--- src/rtl/ptw_pkg.sv ---
package ptw_pkg;

  localparam logic [1:0] ACC_FETCH = 2'd0;
  localparam logic [1:0] ACC_LOAD  = 2'd1;
  localparam logic [1:0] ACC_STORE = 2'd2;

  localparam logic [1:0] PRIV_U = 2'd0;
  localparam logic [1:0] PRIV_S = 2'd1;
  localparam logic [1:0] PRIV_M = 2'd3;

  localparam int BIT_V = 0;
  localparam int BIT_R = 1;
  localparam int BIT_W = 2;
  localparam int BIT_X = 3;
  localparam int BIT_U = 4;
  localparam int BIT_G = 5;
  localparam int BIT_A = 6;
  localparam int BIT_D = 7;

  typedef enum logic [1:0] {
    RES_BARE   = 2'd0,
    RES_LEAF   = 2'd1,
    RES_PAGE   = 2'd2,
    RES_ACCESS = 2'd3
  } result_e;

  typedef enum logic [2:0] {
    ST_IDLE  = 3'd0,
    ST_CHECK = 3'd1,
    ST_ISSUE = 3'd2,
    ST_WAIT  = 3'd3,
    ST_DONE  = 3'd4
  } walkState_e;

  // strobes from control to datapath
  typedef struct packed {
    logic    capture;
    logic    descend;
    logic    finish;
    result_e result;
  } ctlStrobes_t;

  // verdicts from datapath to control
  typedef struct packed {
    logic bare;
    logic nonCanon;
    logic lastLevel;
    logic isTable;
    logic leafOk;
  } walkStatus_t;

endpackage

--- src/rtl/ptw_ctrl.sv ---
module ptw_ctrl
  import ptw_pkg::*;
(
  input  logic        clk,
  input  logic        rstN,
  input  logic        reqValid,
  input  logic        memRspValid,
  input  logic        memRspErr,
  input  walkStatus_t status,
  output logic        reqReady,
  output logic        memReqValid,
  output logic        respValid,
  output ctlStrobes_t ctl
);

  walkState_e state, stateNext;

  always_ff @(posedge clk or negedge rstN) begin
    if (!rstN) state <= ST_IDLE;
    else       state <= stateNext;
  end

  always_comb begin
    stateNext   = state;
    ctl         = '0;
    ctl.result  = RES_PAGE;
    unique case (state)
      ST_IDLE: begin
        if (reqValid) begin
          ctl.capture = 1'b1;
          stateNext   = ST_CHECK;
        end
      end
      ST_CHECK: begin
        if (status.bare) begin
          ctl.finish = 1'b1;
          ctl.result = RES_BARE;
          stateNext  = ST_DONE;
        end else if (status.nonCanon) begin
          ctl.finish = 1'b1;
          ctl.result = RES_PAGE;
          stateNext  = ST_DONE;
        end else begin
          stateNext  = ST_ISSUE;
        end
      end
      ST_ISSUE: stateNext = ST_WAIT;
      ST_WAIT: begin
        if (memRspValid) begin
          if (memRspErr) begin
            ctl.finish = 1'b1;
            ctl.result = RES_ACCESS;
            stateNext  = ST_DONE;
          end else if (status.isTable && !status.lastLevel) begin
            ctl.descend = 1'b1;
            stateNext   = ST_ISSUE;
          end else if (!status.isTable && status.leafOk) begin
            ctl.finish = 1'b1;
            ctl.result = RES_LEAF;
            stateNext  = ST_DONE;
          end else begin
            ctl.finish = 1'b1;
            ctl.result = RES_PAGE;
            stateNext  = ST_DONE;
          end
        end
      end
      ST_DONE: stateNext = ST_IDLE;
      default: stateNext = ST_IDLE;
    endcase
  end

  assign reqReady    = (state == ST_IDLE);
  assign memReqValid = (state == ST_ISSUE);
  assign respValid   = (state == ST_DONE);

  // a read request is a single-cycle pulse, never back to back
  a_r4_single_read: assert property (@(posedge clk) disable iff (!rstN)
    memReqValid |=> !memReqValid);

  // result is a pulse followed by idle
  a_r12_resp_pulse: assert property (@(posedge clk) disable iff (!rstN)
    respValid |=> (!respValid && reqReady));

  // an accepted request makes the walker busy
  a_r12_busy_after_accept: assert property (@(posedge clk) disable iff (!rstN)
    (reqValid && reqReady) |=> !reqReady);

endmodule

--- src/rtl/ptw_datapath.sv ---
module ptw_datapath
  import ptw_pkg::*;
#(
  parameter int XLEN       = 64,
  parameter int LEVELS     = 3,
  parameter int IDX_BITS   = 9,
  parameter int PTE_BYTES  = 8,
  parameter int PPN_LSB    = 10,
  parameter int PPN_BITS   = 44,
  parameter int PAGE_SHIFT = 12
) (
  input  logic                  clk,
  input  logic                  rstN,
  input  ctlStrobes_t           ctl,
  input  logic                  memReqValid,
  input  logic                  respValid,
  input  logic [XLEN-1:0]       reqVaddr,
  input  logic [1:0]            reqType,
  input  logic [1:0]            curPriv,
  input  logic                  mprv,
  input  logic [1:0]            mpp,
  input  logic                  debugMode,
  input  logic                  vmEnable,
  input  logic                  xlen32,
  input  logic                  sumBit,
  input  logic                  mxrBit,
  input  logic [PPN_BITS-1:0]   rootPpn,
  input  logic [PTE_BYTES*8-1:0] memRspData,
  output walkStatus_t           status,
  output logic [XLEN-1:0]       memReqAddr,
  output logic                  respFault,
  output logic                  respAccessFault,
  output logic [1:0]            respType,
  output logic [XLEN-1:0]       respPaddr
);

  localparam int PTE_W     = PTE_BYTES * 8;
  localparam int PTE_SHIFT = $clog2(PTE_BYTES);
  localparam int VPN_W     = LEVELS * IDX_BITS;
  localparam int VA_BITS   = PAGE_SHIFT + VPN_W;
  localparam int LVL_W     = (LEVELS > 1) ? $clog2(LEVELS) : 1;
  localparam int HI_W      = XLEN - VA_BITS + 1;

  logic [XLEN-1:0]     vaddrQ;
  logic [1:0]          typeQ;
  logic [1:0]          privQ;
  logic                sumQ, mxrQ, is32Q, bareQ;
  logic [PPN_BITS-1:0] baseQ;
  logic [LVL_W-1:0]    levelQ;

  // effective privilege of the incoming request
  logic [1:0] effPriv;
  always_comb begin
    effPriv = curPriv;
    if (reqType != ACC_FETCH && mprv && !debugMode) effPriv = mpp;
  end

  // address fields
  logic [VPN_W-1:0]    vpn;
  logic [HI_W-1:0]     upperBits;
  int                  levelShift;
  logic [IDX_BITS-1:0] vpnIdx;
  logic [PPN_BITS-1:0] lowMask;

  assign vpn        = vaddrQ[VA_BITS-1:PAGE_SHIFT];
  assign upperBits  = vaddrQ[XLEN-1:VA_BITS-1];
  assign levelShift = int'(levelQ) * IDX_BITS;
  assign vpnIdx     = IDX_BITS'(vpn >> levelShift);
  assign lowMask    = (PPN_BITS'(1) << levelShift) - PPN_BITS'(1);

  assign memReqAddr = XLEN'({baseQ, {PAGE_SHIFT{1'b0}}}) + (XLEN'(vpnIdx) << PTE_SHIFT);

  // entry decode
  logic [PPN_BITS-1:0] ptePpn;
  logic pV, pR, pW, pX, pU, pA, pD;
  logic unusedPteBits;

  assign ptePpn = memRspData[PPN_LSB +: PPN_BITS];
  assign pV = memRspData[BIT_V];
  assign pR = memRspData[BIT_R];
  assign pW = memRspData[BIT_W];
  assign pX = memRspData[BIT_X];
  assign pU = memRspData[BIT_U];
  assign pA = memRspData[BIT_A];
  assign pD = memRspData[BIT_D];
  assign unusedPteBits = ^{memRspData[PTE_W-1:PPN_LSB+PPN_BITS],
                           memRspData[PPN_LSB-1:BIT_D+1], memRspData[BIT_G]};

  // leaf checks, kept in the order a walk applies them
  logic isStore, isFetch, isLoad;
  logic privFault, fmtFault, permFault, alignFault, adFault;

  assign isFetch = (typeQ == ACC_FETCH);
  assign isLoad  = (typeQ == ACC_LOAD);
  assign isStore = (typeQ == ACC_STORE);

  always_comb begin
    if (pU) privFault = (privQ == PRIV_S) && (isFetch || !sumQ);
    else    privFault = (privQ != PRIV_S);
    fmtFault = !pV || (!pR && pW);
    if (isFetch)     permFault = !pX;
    else if (isLoad) permFault = !pR && !(mxrQ && pX);
    else             permFault = !(pR && pW);
    alignFault = |(ptePpn & lowMask);
    adFault    = !pA || (isStore && !pD);
  end

  assign status.bare      = bareQ;
  assign status.nonCanon  = !((&upperBits) || !(|upperBits));
  assign status.lastLevel = (levelQ == '0);
  assign status.isTable   = pV && !pR && !pW && !pX;
  assign status.leafOk    = !privFault && !fmtFault && !permFault && !alignFault && !adFault;

  // walk state
  always_ff @(posedge clk or negedge rstN) begin
    if (!rstN) begin
      vaddrQ <= '0;
      typeQ  <= ACC_FETCH;
      privQ  <= PRIV_U;
      sumQ   <= 1'b0;
      mxrQ   <= 1'b0;
      is32Q  <= 1'b0;
      bareQ  <= 1'b0;
      baseQ  <= '0;
      levelQ <= '0;
    end else if (ctl.capture) begin
      vaddrQ <= reqVaddr;
      typeQ  <= reqType;
      privQ  <= effPriv;
      sumQ   <= sumBit;
      mxrQ   <= mxrBit;
      is32Q  <= xlen32;
      bareQ  <= !vmEnable || (effPriv == PRIV_M);
      baseQ  <= rootPpn;
      levelQ <= LVL_W'(LEVELS - 1);
    end else if (ctl.descend) begin
      baseQ  <= ptePpn;
      levelQ <= levelQ - LVL_W'(1);
    end
  end

  // result registers
  logic [PPN_BITS-1:0] mergedPpn;
  assign mergedPpn = ptePpn | (PPN_BITS'(vpn) & lowMask);

  always_ff @(posedge clk or negedge rstN) begin
    if (!rstN) begin
      respFault       <= 1'b0;
      respAccessFault <= 1'b0;
      respPaddr       <= '0;
    end else if (ctl.finish) begin
      unique case (ctl.result)
        RES_BARE: begin
          respFault       <= 1'b0;
          respAccessFault <= 1'b0;
          respPaddr       <= is32Q ? (vaddrQ & XLEN'(32'hFFFF_FFFF)) : vaddrQ;
        end
        RES_LEAF: begin
          respFault       <= 1'b0;
          respAccessFault <= 1'b0;
          respPaddr       <= XLEN'({mergedPpn, vaddrQ[PAGE_SHIFT-1:0]});
        end
        RES_PAGE: begin
          respFault       <= 1'b1;
          respAccessFault <= 1'b0;
          respPaddr       <= '0;
        end
        RES_ACCESS: begin
          respFault       <= 1'b1;
          respAccessFault <= 1'b1;
          respPaddr       <= '0;
        end
        default: ;
      endcase
    end
  end

  assign respType = typeQ;

  // every entry address is aligned to the entry size
  a_r4_pte_aligned: assert property (@(posedge clk) disable iff (!rstN)
    memReqValid |-> (memReqAddr[PTE_SHIFT-1:0] == '0));

  // no entry is read for a non-canonical address
  a_r3_no_read_noncanon: assert property (@(posedge clk) disable iff (!rstN)
    memReqValid |-> !status.nonCanon);

  // a successful result keeps the page offset
  a_r11_offset_kept: assert property (@(posedge clk) disable iff (!rstN)
    (respValid && !respFault) |-> (respPaddr[PAGE_SHIFT-1:0] == vaddrQ[PAGE_SHIFT-1:0]));

endmodule

--- src/rtl/pt_walker.sv ---
module pt_walker
  import ptw_pkg::*;
#(
  parameter int XLEN       = 64,
  parameter int LEVELS     = 3,
  parameter int IDX_BITS   = 9,
  parameter int PTE_BYTES  = 8,
  parameter int PPN_LSB    = 10,
  parameter int PPN_BITS   = 44,
  parameter int PAGE_SHIFT = 12
) (
  input  logic                   clk,
  input  logic                   rstN,
  input  logic                   reqValid,
  output logic                   reqReady,
  input  logic [XLEN-1:0]        reqVaddr,
  input  logic [1:0]             reqType,
  input  logic [1:0]             curPriv,
  input  logic                   mprv,
  input  logic [1:0]             mpp,
  input  logic                   debugMode,
  input  logic                   vmEnable,
  input  logic                   xlen32,
  input  logic                   sumBit,
  input  logic                   mxrBit,
  input  logic [PPN_BITS-1:0]    rootPpn,
  output logic                   memReqValid,
  output logic [XLEN-1:0]        memReqAddr,
  input  logic                   memRspValid,
  input  logic                   memRspErr,
  input  logic [PTE_BYTES*8-1:0] memRspData,
  output logic                   respValid,
  output logic                   respFault,
  output logic                   respAccessFault,
  output logic [1:0]             respType,
  output logic [XLEN-1:0]        respPaddr
);

  ctlStrobes_t ctl;
  walkStatus_t status;

  ptw_ctrl i_ctrl (
    .clk         (clk),
    .rstN        (rstN),
    .reqValid    (reqValid),
    .memRspValid (memRspValid),
    .memRspErr   (memRspErr),
    .status      (status),
    .reqReady    (reqReady),
    .memReqValid (memReqValid),
    .respValid   (respValid),
    .ctl         (ctl)
  );

  ptw_datapath #(
    .XLEN       (XLEN),
    .LEVELS     (LEVELS),
    .IDX_BITS   (IDX_BITS),
    .PTE_BYTES  (PTE_BYTES),
    .PPN_LSB    (PPN_LSB),
    .PPN_BITS   (PPN_BITS),
    .PAGE_SHIFT (PAGE_SHIFT)
  ) i_datapath (
    .clk             (clk),
    .rstN            (rstN),
    .ctl             (ctl),
    .memReqValid     (memReqValid),
    .respValid       (respValid),
    .reqVaddr        (reqVaddr),
    .reqType         (reqType),
    .curPriv         (curPriv),
    .mprv            (mprv),
    .mpp             (mpp),
    .debugMode       (debugMode),
    .vmEnable        (vmEnable),
    .xlen32          (xlen32),
    .sumBit          (sumBit),
    .mxrBit          (mxrBit),
    .rootPpn         (rootPpn),
    .memRspData      (memRspData),
    .status          (status),
    .memReqAddr      (memReqAddr),
    .respFault       (respFault),
    .respAccessFault (respAccessFault),
    .respType        (respType),
    .respPaddr       (respPaddr)
  );

endmodule

--- config.mk ---
export PLATFORM = sky130hd
export DESIGN_NAME = pt_walker
export DESIGN_NICKNAME = d
export VERILOG_FILES = /design/src/rtl/ptw_pkg.sv /design/src/rtl/ptw_ctrl.sv /design/src/rtl/ptw_datapath.sv /design/src/rtl/pt_walker.sv
export SDC_FILE = /design/constraint.sdc
export NUM_CORES = 1
export LEC_CHECK = 0
export BUFFER_PORTS_ARGS = -buffer_cell sky130_fd_sc_hd__buf_4
export CORE_MARGIN = 2
export CORE_UTILIZATION = 49
export CTS_BUF_LIST = sky130_fd_sc_hd__clkbuf_16
export CTS_CLUSTER_DIAMETER = 150
export DETAILED_ROUTE_END_ITERATION = 16
export PLACE_DENSITY = 0.8
export RECOVER_POWER = 25
export SLEW_MARGIN = 20
export SYNTH_ARGS = -nofsm -noshare
export SYNTH_HDL_FRONTEND = slang
export SYNTH_HIERARCHICAL = 1
export SYNTH_SLANG_ARGS = --single-unit
--- constraint.sdc ---
create_clock -name clk -period 4.5 [get_ports clk]
set_input_delay 0.225 -clock clk [delete_from_list [all_inputs] [get_ports clk]]
set_output_delay 0.225 -clock clk [all_outputs]
set_load 0.1 [all_outputs]
# --- Word-level counts from Yosys, hierarchy flattened ---
# Index checks and enable logic that the tools add are counted.
# Widths: inputs -> output; s select.
totals:
  register_bits: 187
  latchBits: 0
  ram_bits: 0
  mem_bits_ro: 0
  inputBits: 189
  out_inout_bits: 135
  elab_cells: 121
  memories: 0
op_classes:
  addsub: 3
  n_mul: 1
  n_div: 0
  order_cmp: 0
  n_eq_ne: 14
  n_shift: 2
  muxes: 31
  bitwise: 3
  reduce_logical: 54
op_table:
  columns: ["cell", "n"]
  rows:
  - ["$pmux 64 s3", 1]
  - ["$mux 44", 2]
  - ["$mux 64", 1]
  - ["$add 56x12->57", 1]
  - ["$and 27x44->44", 1]
  - ["$and 44x44->44", 1]
  - ["$or 44x44->44", 1]
  - ["$reduce_or 44->1", 1]
  - ["$shl 1x32->44 const A", 1]
  - ["$sub 44x2->44 const B", 1]
  - ["$shr 27x32->9", 1]
  - ["$mux 3", 10]
  - ["$reduce_and 26->1", 1]
  - ["$reduce_or 26->1", 1]
  - ["$logic_not 1->1", 19]
  - ["$logic_and 1x1->1", 17]
  - ["$pmux 3 s4", 1]
  - ["$eq 2x2->1 const B", 4]
  - ["$mux 1", 8]
  - ["$mux 2", 4]
  - ["$eq 2x1->1 const B", 3]
  - ["$eq 3x2->1 const B", 2]
  - ["$logic_not 2->1", 3]
  - ["$mul 2x4->6 const B", 1]
  - ["14 further kinds", 22]

# --- Longest topological paths before layout ---
logic_depth:
  word_depth: 18
  mapped_depth: 18

# --- Modules after synthesis ---
# The synthesis kept the hierarchy.
modules_own_cells:
  columns: ["mod", "n_inst", "cells_each", "area_per_inst_um2", "seq_area_each_um2"]
  rows:
  - ["ptw_datapath", 1, 754, 8330.5, 4604.4]
  - ["ptw_ctrl", 1, 27, 219.0, 75.1]

# --- Worst setup path before layout ---
# Ideal clock, no wire load.
synth_path:
  kind: "reg-to-reg"
  startpoint: "register i_datapath.levelQ[0]"
  endpoint: "register i_datapath.respPaddr[44]"
  setup_ps: 83
  t_arrival_ps: 3253
  required_time_ps: 4417
  slack_ps: 1165
  stages_incl_launch_ff: 18
  path_buffers: 2
  synth_period_minus_slack_ps: 3335
  path_cell_list: "dfrtp_1 -> buf_2 -> inv_1 -> ha_1 -> inv_1 -> ha_1 -> o21ai_0 -> o221ai_1 -> a2111oi_0 -> nand4_1 -> a211oi_2 -> nor4b_1 -> a31oi_1 -> nand2b_1 -> nor3_4 -> buf_2 -> a22oi_1 -> o21ai_0"
synth_lines:
  columns: ["element", "line_no", "text"]
  rows:
  - ["start, declared", "ptw_datapath.sv:49", "logic [LVL_W-1:0] levelQ;"]
  - ["start signal, assigned", "ptw_datapath.sv:135", "levelQ <= LVL_W'(LEVELS - 1);"]
  - ["start signal, assigned", "ptw_datapath.sv:138", "levelQ <= levelQ - LVL_W'(1);"]
  - ["end signal, assigned", "ptw_datapath.sv:156", "respPaddr <= is32Q ? (vaddrQ & XLEN'(32'hFFFF_FFFF)) : vaddrQ;"]
  - ["end signal, assigned", "ptw_datapath.sv:161", "respPaddr <= XLEN'({mergedPpn, vaddrQ[PAGE_SHIFT-1:0]});"]
  - ["end, declared", "ptw_datapath.sv:34", "output logic [XLEN-1:0] respPaddr"]

==> results.py <==
metrics = {
    "status": {
        "status": "complete, but fails checks",
        "violations": "capacitance limit, slew limit",
    },
    "logic_synthesis": {
        "syn_area_um2": 8550,
        "synth_cell_types": 43,
        "synth.ff_latch_count": 187,
        "yosys_warnings": 6,
        "synth-seq-area-share_pct": 54.7,
        "netlist_instances": 781,
        "avgSynthCellArea_um2": 10.9,
    },
    "cts": {
        "cts_inserted_buffers": 17,
        "hold_buffers": 33,
        "cts_tree": "built",
        "clk_path_buf_depth": 2,
        "cts.sinks": 187,
        "cts_resized": 0,
        "path_clk_slew_ns": 0.07,
        "htree_levels": 4,
        "insertion_delay_ns": 0.43,
        "root_buffer": "clkbuf_16",
        "cts_setup_buffers": 0,
    },
    "critical_path": {
        "startpoint_type": "flop",
        "path_cells": "inv_1 -> ha_1 -> inv_1 -> ha_1 -> o21ai_0 -> o221ai_1 -> a2111oi_0 -> nand4_1 -> a211oi_2 -> nor4b_1 -> a31oi_1 -> buf_4 -> nand2b_1 -> buf_4 -> nor3_4 -> buf_4 -> a22oi_1 -> o21ai_0",
        "worst_setup_path_end_kind": "flop",
        "reg2reg_slack_ns": 0.60,
        "cpMaxStageDelayCell": "a2111oi_0",
        "worstPathBufferInverterCount": 5,
        "cp_top_family": "compound AO/OA/AOI/OAI gates",
        "crit_fanout": 25,
        "crit_arrival_ns": 4.23,
        "worst_path_most_repeated_cell": "buf_4",
        "max_stage_delay_ns": 0.40,
        "path_class": "reg2reg",
        "required_ns": 4.83,
    },
    "grt": {
        "globalRouteTotalUtil_pct": 28.9,
        "grt_pass1_vias": 7565,
        "grt_max_degree": 101,
        "grt-ovfl-total": 0,
        "antenna_found_initial": 0,
        "grt_pass1_wl_mm": 40.6,
    },
    "placement": {
        "gp_congestion": 0.811,
        "portBuffers": 299,
        "dp_hpwl_mm": 18.6,
    },
    "timing": {
        "slew_headroom_pct": -47.1,
        "rsz0062_at_grt": "false",
        "tns_ns": 0,
        "finalClockSkew_ns": 0.0102,
        "whs_ns": 0.0115,
        "fmax_ghz": 0.256,
        "finalHoldViolations": 0,
        "period_needed_ns": 3.90,
        "setup_viol": 0,
        "fin_crit_sh_pct": 86.7,
        "worst_slew_pin_slew_ns": 2.21,
        "slew_viol_final": 88,
    },
    "routing": {
        "postRouteAntennaNets": 0,
        "drc": 0,
        "drt-pass1-iter-count": 5,
        "via_per_inst": 5.59,
        "drt-initial-drc-count": 480,
        "wl_per_cell_um": 19.8,
        "vias": 7454,
        "drt_wl_total_mm": 26.4,
    },
    "finish": {
        "drive_above_1_share_pct": 34.5,
        "layout_common_cells": "buf_4 (272), dfrtp_1 (187), o21ai_0 (96), nand2_1 (70), mux2_2 (70)",
        "nets": 1292,
        "antenna_cells": 0,
        "layout_commonest_cell": "buf_4",
        "n_fill_cell": 1358,
        "multi_input_area_um2": 3390,
        "areaGrowthSynthToFinish_pct": 37.5,
        "seq_area_um2": 4680,
    },
    "pwr": {
        "peakVddDrop_v": 0.000338,
        "power_density_nw_per_um2": 555,
        "p_leak_nw": 5.24,
    },
    "run": {
        "maxCapViolations": 1,
    },
    "floorplan": {
        "start_util_pct": 49.8,
        "rows": 48,
        "pin_count": 324,
        "dieArea_um2": 18500,
        "core_area_um2": 17200,
        "fp.dieH_um": 136,
        "die_w_um": 136,
    },
    "worst_hold_path": {
        "hold_path.class": "in2reg",
    },
}
==> per-stage QoR <==
| step | cells | util (%) | total power, mW | setup WS [ns] | cell area, µm² |
|---|---|---|---|---|---|
| floorplan | 791 | - | 4.31 | 1.16 | 8590 |
| global placement | 1269 | 63.9 | 4.98 | 0.834 | 11000 |
| detailed placement | 1269 | 63.9 | 5.04 | 0.668 | 11000 |
| CTS | 1334 | 69.3 | 6.59 | 0.614 | 11900 |
| global route | 1334 | 68.4 | 6.77 | 0.210 | 11800 |
| finish | 1334 | 68.4 | 6.52 | 0.599 | 11800 |
==> Yosys cell counts <==
library cell | count | area, µm²
a211oi_2 | 1 | 12.5
o22ai_1 | 20 | 125
buf_4 | 13 | 97.6
a31oi_1 | 4 | 25.0
clkbuf_1 | 24 | 90.1
a21o_1 | 1 | 7.51
nor2_1 | 15 | 56.3
nand2_1 | 70 | 263
o221ai_1 | 1 | 8.76
nor3b_1 | 3 | 22.5
nor4b_1 | 2 | 17.5
buf_2 | 19 | 95.1
nor2b_1 | 10 | 62.6
or2_2 | 1 | 6.26
nand3_1 | 4 | 20.0
nor3_4 | 1 | 16.3
a221o_1 | 7 | 70.1
o311ai_1 | 1 | 8.76
dfrtp_1 | 187 | 4680
a22oi_1 | 37 | 278
mux2i_1 | 55 | 551
inv_1 | 66 | 248
or4b_1 | 1 | 10.0
a21oi_1 | 9 | 45.0
and2_1 | 1 | 6.26
buf_1 | 2 | 7.51
nand3b_1 | 12 | 90.1
or4_1 | 1 | 7.51
nand4b_1 | 1 | 8.76
nor2_2 | 1 | 6.26
ha_1 | 7 | 87.6
nor4_1 | 12 | 75.1
nor4_2 | 1 | 12.5
nand2b_1 | 6 | 37.5
o21ai_0 | 97 | 485
o41ai_1 | 2 | 17.5
xnor2_1 | 1 | 8.76
conb_1 | 1 | 3.75
o211ai_1 | 3 | 22.5
nor3_1 | 2 | 10.0
nand4_1 | 8 | 50.1
a2111oi_0 | 1 | 8.76
mux2_2 | 70 | 788
==> per-layer routing <==
layer	wire [µm]	share of wire (%)	global-route usage [%]	vias up
li1	-	-	-	3381
met1	10400	39	35.4	3666
met2	13000	49	47.8	334
met3	2040	7.7	8.17	73
met4	1020	3.9	12.6	0
met5	0	0	0	-
==> cell type report <==
| class | instances | share of cell area [%] |
|---|---|---|
| Tap cell | 225 | 2.40 |
| Sequential cell | 187 | 39.8 |
| Clock inverter | 15 | 1.47 |
| Multi-Input combinational cell | 480 | 28.9 |
| Inverter | 66 | 2.11 |
| Clock buffer | 17 | 3.62 |
| Timing Repair Buffer | 344 | 21.7 |
==> report_power, final <==
part | internal, mW | switching (mW)
clock | 0.873 | 0.663
combinational | 0.632 | 2.06
sequential | 2.02 | 0.268
==> flip-flops by register name, indices dropped and copies added, names as in the netlist, 2 cells and up <==
name / cells
i_ctrl/state: 3
i_datapath/baseQ: 44
i_datapath/levelQ: 2
i_datapath/privQ: 2
i_datapath/respPaddr: 64
i_datapath/respType: 2
i_datapath/vaddrQ: 64
==> cells by family (layout without fill, tap and decap cells) <==
logic type,Yosys count,after routing,synth area share (%)
AOI/OAI and AO/OA,184,184,13.0
other,1,11,0.0439
xor gates and xnor gates,1,1,0.102
buffers and inverters,124,442,6.29
and+or+nand+nor,152,152,9.10
DFF,187,187,54.7
muxes,125,125,15.7
adders and majority gates,7,7,1.02
==> final timing paths <==
check,start,endpoint,cells after the start
setup / recovery,i_datapath/levelQ[1],i_datapath/respPaddr[54],18
hold / removal,rootPpn[41],i_datapath/baseQ[41],3
setup reg to reg,i_datapath/levelQ[1],i_datapath/respPaddr[54],18
hold reg to reg,i_datapath/vaddrQ[7],i_datapath/respPaddr[7],2
max in group asynchronous,rstN,i_datapath/vaddrQ[4],3
min in group asynchronous,rstN,i_datapath/respType[0],2
==> worst register-to-register path: cells and delay by family (launching register included) <==
family	cells	cell delay, ns
AND/OR/NAND/NOR	4	0.83
flip-flops	1	0.37
buffers and inverters	5	0.94
AO/OA/AOI/OAI	7	1.19
adder cells (fa/ha/maj)	2	0.46
(Power assumes the default switching activity.)
